## config.mk

```make
export PLATFORM = sky130hd
export DESIGN_NAME = tdm_slot_select
export DESIGN_NICKNAME = d
export VERILOG_FILES = /design/src/rtl/tdm_sel_pkg.sv /design/src/rtl/tdm_slot_counter.sv /design/src/rtl/tdm_chan_gate.sv /design/src/rtl/tdm_slot_select.sv
export SDC_FILE = /design/constraint.sdc
export NUM_CORES = 1
export LEC_CHECK = 0
export BUFFER_PORTS_ARGS = -buffer_cell sky130_fd_sc_hd__buf_2
export CAP_MARGIN = 20
export CORE_ASPECT_RATIO = 1.4
export CORE_MARGIN = 4
export CORE_UTILIZATION = 41
export CTS_BUF_LIST = sky130_fd_sc_hd__clkbuf_16
export DETAILED_ROUTE_END_ITERATION = 7
export PLACE_DENSITY = 0.86
export SLEW_MARGIN = 20
export SYNTH_ARGS = -nofsm -noshare
export SYNTH_HDL_FRONTEND = slang
export SYNTH_SLANG_ARGS = --single-unit
```

## constraint.sdc

```tcl
create_clock -name clk -period 4.3 [get_ports clk]
set_clock_uncertainty 0.15 [all_clocks]
set_input_delay 0.43 -clock clk [delete_from_list [all_inputs] [get_ports clk]]
set_output_delay 0.43 -clock clk [all_outputs]
set_load 0.05 [all_outputs]
```

## src/rtl/tdm_sel_pkg.sv

```systemverilog
package tdm_sel_pkg;
  localparam int unsigned DEF_NUM_CH = 128;
  localparam int unsigned DEF_BLK_SZ = 16;
endpackage

```

## src/rtl/tdm_slot_counter.sv

```systemverilog
module tdm_slot_counter #(
  parameter int unsigned CH_W = 7
) (
  input  logic            clk,
  input  logic            rst,
  input  logic            frame_sync,
  input  logic            word_done,
  input  logic [CH_W-1:0] frame_last,
  output logic [CH_W-1:0] cnt_nxt,
  output logic            act_nxt,
  output logic [CH_W-1:0] cnt_q,
  output logic            act_q
);
  always_comb begin
    cnt_nxt = cnt_q;
    act_nxt = act_q;
    if (frame_sync) begin
      cnt_nxt = '0;
      act_nxt = 1'b1;
    end else if (word_done && act_q) begin
      if (cnt_q >= frame_last) act_nxt = 1'b0;
      else                     cnt_nxt = cnt_q + 1'b1;
    end
  end

  always_ff @(posedge clk) begin
    if (rst) begin
      cnt_q <= '0;
      act_q <= 1'b0;
    end else begin
      cnt_q <= cnt_nxt;
      act_q <= act_nxt;
    end
  end


  sync_restart_chk: assert property (@(posedge clk) disable iff (rst)
    frame_sync |=> (cnt_q == '0 && act_q));

  advance_chk: assert property (@(posedge clk) disable iff (rst)
    (!frame_sync && word_done && act_q && cnt_q < frame_last)
      |=> (cnt_q == $past(cnt_q) + 1'b1));

  frame_close_chk: assert property (@(posedge clk) disable iff (rst)
    (!frame_sync && word_done && act_q && cnt_q >= frame_last) |=> !act_q);

  park_hold_chk: assert property (@(posedge clk) disable iff (rst)
    (!frame_sync && !act_q) |=> (!act_q && $stable(cnt_q)));
endmodule

```

## src/rtl/tdm_chan_gate.sv

```systemverilog
module tdm_chan_gate #(
  parameter int unsigned NUM_CH = 128,
  parameter int unsigned BLK_SZ = 16,
  localparam int unsigned CH_W  = $clog2(NUM_CH),
  localparam int unsigned NUM_BLK = NUM_CH / BLK_SZ,
  localparam int unsigned BLK_W = $clog2(NUM_BLK),
  localparam int unsigned SEL_W = $clog2(NUM_BLK / 2)
) (
  input  logic              eight_part_en,
  input  logic [SEL_W-1:0]  blk_sel_a,
  input  logic [SEL_W-1:0]  blk_sel_b,
  input  logic [NUM_CH-1:0] chan_map,
  input  logic [CH_W-1:0]   chan,
  output logic              chan_ok
);
  logic [NUM_BLK-1:0] blk_ok;
  logic [BLK_W-1:0]   blk;

  for (genvar b = 0; b < NUM_BLK; b++) begin : g_blk
    localparam int unsigned HALF = b / 2;
    if ((b % 2) == 0) begin : g_even
      assign blk_ok[b] = eight_part_en || (blk_sel_a == SEL_W'(HALF));
    end else begin : g_odd
      assign blk_ok[b] = eight_part_en || (blk_sel_b == SEL_W'(HALF));
    end
  end

  assign blk     = chan[CH_W-1 -: BLK_W];
  assign chan_ok = chan_map[chan] && blk_ok[blk];
endmodule

```

## src/rtl/tdm_slot_select.sv

```systemverilog
module tdm_slot_select #(
  parameter int unsigned NUM_CH = tdm_sel_pkg::DEF_NUM_CH,
  parameter int unsigned BLK_SZ = tdm_sel_pkg::DEF_BLK_SZ,
  localparam int unsigned CH_W  = $clog2(NUM_CH),
  localparam int unsigned NUM_BLK = NUM_CH / BLK_SZ,
  localparam int unsigned BLK_W = $clog2(NUM_BLK),
  localparam int unsigned SEL_W = $clog2(NUM_BLK / 2)
) (
  input  logic              clk,
  input  logic              rst,
  input  logic              frame_sync,
  input  logic              word_done,
  input  logic [CH_W-1:0]   frame_len_m1,
  input  logic              eight_part_en,
  input  logic [SEL_W-1:0]  blk_sel_a,
  input  logic [SEL_W-1:0]  blk_sel_b,
  input  logic [NUM_CH-1:0] chan_map,
  output logic [CH_W-1:0]   chan_idx,
  output logic [BLK_W-1:0]  part_idx,
  output logic              slot_en
);
  logic [CH_W-1:0]  cnt_nxt, cnt_q;
  logic             act_nxt, act_q;
  logic             nxt_ok;
  logic [BLK_W-1:0] part_q;
  logic             en_q;

  tdm_slot_counter #(.CH_W(CH_W)) u_cnt (
    .clk        (clk),
    .rst        (rst),
    .frame_sync (frame_sync),
    .word_done  (word_done),
    .frame_last (frame_len_m1),
    .cnt_nxt    (cnt_nxt),
    .act_nxt    (act_nxt),
    .cnt_q      (cnt_q),
    .act_q      (act_q)
  );

  tdm_chan_gate #(.NUM_CH(NUM_CH), .BLK_SZ(BLK_SZ)) u_gate (
    .eight_part_en (eight_part_en),
    .blk_sel_a     (blk_sel_a),
    .blk_sel_b     (blk_sel_b),
    .chan_map      (chan_map),
    .chan          (cnt_nxt),
    .chan_ok       (nxt_ok)
  );

  always_ff @(posedge clk) begin
    if (rst) begin
      part_q <= '0;
      en_q   <= 1'b0;
    end else begin
      part_q <= cnt_nxt[CH_W-1 -: BLK_W];
      en_q   <= act_nxt && nxt_ok;
    end
  end

  assign chan_idx = cnt_q;
  assign part_idx = part_q;
  assign slot_en  = en_q;


  reset_idle_chk: assert property (@(posedge clk) disable iff (rst)
    $past(rst) |-> (chan_idx == '0 && part_idx == '0 && !slot_en));

  en_in_frame_chk: assert property (@(posedge clk) disable iff (rst)
    slot_en |-> act_q);

  part_track_chk: assert property (@(posedge clk) disable iff (rst)
    part_idx == chan_idx[CH_W-1 -: BLK_W]);
endmodule

```

==> summary.md <==
| Metric | Value |
|---|---|
| Slowest cell on crit path | dfxtp_1 |
| Asr flop ratio synth | 0 |
| Pwr Density | roughly 140 mW/mm2 |
| Core area | ~0.0048 mm2 |
| Vias in the first global route | between 2000 and 3000 |
| Register area | around 180 um2 |
| Hold Vio Cnt, Final | 0 |
| Mapped Area | between 0.002 and 0.0025 mm2 |
| FILL cells | about 480 |
| Area of the multi-input gates | about 0.0017 mm2 |
| Crit path buf inv count | 3 |
| Synth Instances | 320 |
| Slew Limit Fails | 0 |
| Die width | 67.8 um |
| Most frequent cells in the layout | buf_2, nand2_1, nand3_1 |
| CTS Buffer Depth | 2 |
| Avg WL per Cell | between 10 and 15 um |
| Crit end category | flop |
| Max-cap violations | 0 |
| Placed Cells incl. Taps | between 500 and 600 |
| Largest stage delay, worst path | roughly 440 ps |
| DR iter-0 viols | around 170 |
| Initial antenna violation count | 0 |
| Post-synth EDFFs | 0 |
| Die Ht | ~92 um |
| Status | completed |
| Ys flop type | dfxtp_1 |
| Final worst-path cycle share | 0.898 |
| Top-level port count | around 160 |
| Non-Filler Instances | between 500 and 600 |
| Root Driver | clkbuf_16 |
| Clock slew at reported path FFs | approximately 40 ps |
| TritonCTS clock tree | yes |
| Worst Path Required | 4280 ps |
| Syn_area_per_cell | 6.42 um2 |
| Initial core utilization | 0.424 |
| Worst-path fanout max | 35 |
| Num CTS Buffers | 3 |
| # DRC | 0 |
| DP Wirelength | around 6400 um |
| Grt total ovfl | 0 |
| First-pass GRT wire length | roughly 12000 um |
| Ys Warns | 0 |
| First drt pass iteration count | 4 |
| RSZ-0062 raised after global routing | no |
| Rows | 30 |
| Most common cell after layout, fill and taps aside | buf_2 |
| H-tree Lvls | 1 |
| Clk_lat worst skew | 240 ps |
| Final Critical Period | 3860 ps |
| Tot GR Track Use | 0.241 |
| Clock sinks | 9 |
| Most common cell on crit path | buf_4 |
| Final setup viols | 0 |
| Rel. slew slack | 0.487 |
| Register area share after synthesis | 0.0877 |
| Post-synth net total | 472 |
| Port Buffers | between 150 and 200 |
| Leak | between 1 and 1.5 nW |
| CP startpoint kind | flop |
| Vias per cell | between 5 and 6 |
| Largest net degree at the start of global routing | 38 |
| Remaining antenna violation count after routing | 0 |
| Setup CP Type | reg -> reg |
| Nets | 610 |
| Die area | slightly above 0.006 mm2 |
| Area growth from synthesis to final layout | 39.4% |
| Final wirelength | approximately 7800 um |
| FF+latch count, synth | 9 |
| Crit-path leading delay family | compound AO/OA/AOI/OAI gates |
| Total number of vias | around 2800 |
| Max Fclk | 259 MHz |
| Min-Delay Path Class | in -> reg |
| Critical Path AT | ~3900 ps |
| Cts hold-fix bufs | 0 |
| Cell variety after synth | 50 |
| Worst path cell trace | inv_1, ha_1, nand2b_4, a211o_1, a211oi_2, buf_4, mux2_4, buf_4, nand2_1, a31oi_1, nand4_1, and4_1, a2111oi_2 |
| Gpl congestion | approximately 0.87 |
| Post-CTS Setup Bufs | 0 |
| # diodes | 0 |
| VDD IR-drop max | approximately 0.1 mV |
| Setup tns final | 0 ps |
| Share of cells above drive strength 1 | 0.392 |
| PostCTS Resize Cnt | 0 |
| Worst-Margin Slew | about 760 ps |
where the power goes:
group | switching [mW] | internal (mW) | total (mW)
logic | 0.0789 | 0.0822 | 0.161
clock network | 0.0431 | 0.122 | 0.165
registers | 0.00140 | 0.0854 | 0.0868
total | 0.123 | 0.289 | 0.413
flip-flops by register name, indices dropped and copies added, names as in the netlist:
register,cells
slot_en,1
u_cnt.cnt_q,4
part_idx,3
u_cnt.act_q,1
stage by stage:
step                      utilization  total power [mW]  worst slack (ps)  area, um2  hold WS, ps
after global routing            0.591             0.438               150       2860          363
after CTS                       0.591             0.412               444       2860          351
after floorplan                     -             0.174               524       2050          382
final                           0.591             0.413               437       2860          350
after global placement          0.575             0.245               540       2790          411
after detailed placement        0.575             0.248               472       2790          413
routing by layer:
metal / GRT usage / part of all wire / vias up
met5: 0 / 0 / -
met2: 0.452 / 0.54 / 121
met4: 0.0531 / 0.016 / 0
met3: 0.0208 / 0.061 / 12
met1: 0.286 / 0.38 / 1240
li1: - / - / 1421
final cells by class:
cell class	count	share of cell area
repair buffers	162	0.294
clock buffers	3	0.0262
clock inverters	1	0.00131
multi-input cells	274	0.577
well taps	64	0.0280
inverters	8	0.0105
flip-flops and latches	9	0.0629
worst reg2reg max path, stage by stage, from the launching register on:
cell and delay [ps]:
dfxtp_1 440, inv_1 100, ha_1 280, nand2b_4 140
a211o_1 320, a211oi_2 380, buf_4 220, mux2_4 420
buf_4 400, nand2_1 90, a31oi_1 230, nand4_1 120
and4_1 210, a2111oi_2 270
kinds of logic after synthesis:
kind of cell	count (synthesis)	synth area share
AOI/OAI and AO/OA	50	0.195
xor gates and xnor gates	9	0.0384
adders and majority gates	8	0.0487
buffers and inverters	37	0.114
DFF	9	0.0877
muxes	19	0.0950
and+or+nand+nor	188	0.421
cell usage after synthesis, types with 2 or more instances:
cell / instances / share of area
a211o_1: 2 / 0.0085
a211oi_1: 3 / 0.011
a21o_1: 2 / 0.0073
a21oi_1: 2 / 0.0049
a221oi_1: 3 / 0.013
a31oi_1: 12 / 0.037
a32oi_1: 9 / 0.038
and3_1: 2 / 0.0061
buf_12: 2 / 0.019
buf_2: 9 / 0.022
buf_4: 5 / 0.018
buf_6: 4 / 0.022
clkbuf_1: 7 / 0.013
dfxtp_1: 9 / 0.088
ha_1: 8 / 0.049
inv_1: 8 / 0.015
mux2i_1: 18 / 0.088
nand2_1: 101 / 0.18
nand2b_1: 2 / 0.0061
nand3_1: 34 / 0.083
nand3b_1: 2 / 0.0073
nand4_1: 13 / 0.040
nor2_1: 10 / 0.018
nor2b_1: 3 / 0.0091
nor3_1: 11 / 0.027
o21ai_0: 5 / 0.012
o32ai_2: 2 / 0.016
or2b_2: 3 / 0.013
xnor2_1: 3 / 0.013
xor2_1: 6 / 0.026
worst paths after layout:
check / start / endpoint / slack [ps] / cells after the start
setup reg to reg: u_cnt.cnt_q[0]$_SDFF_PP0_ / slot_en$_SDFF_PP0_ / 440 / 13
setup / recovery: u_cnt.cnt_q[0]$_SDFF_PP0_ / slot_en$_SDFF_PP0_ / 440 / 13
hold reg to reg: u_cnt.act_q$_SDFF_PP0_ / u_cnt.act_q$_SDFF_PP0_ / 420 / 2
hold / removal: rst / part_idx[2]$_SDFF_PP0_ / 350 / 2
(Power assumes the default switching activity.)
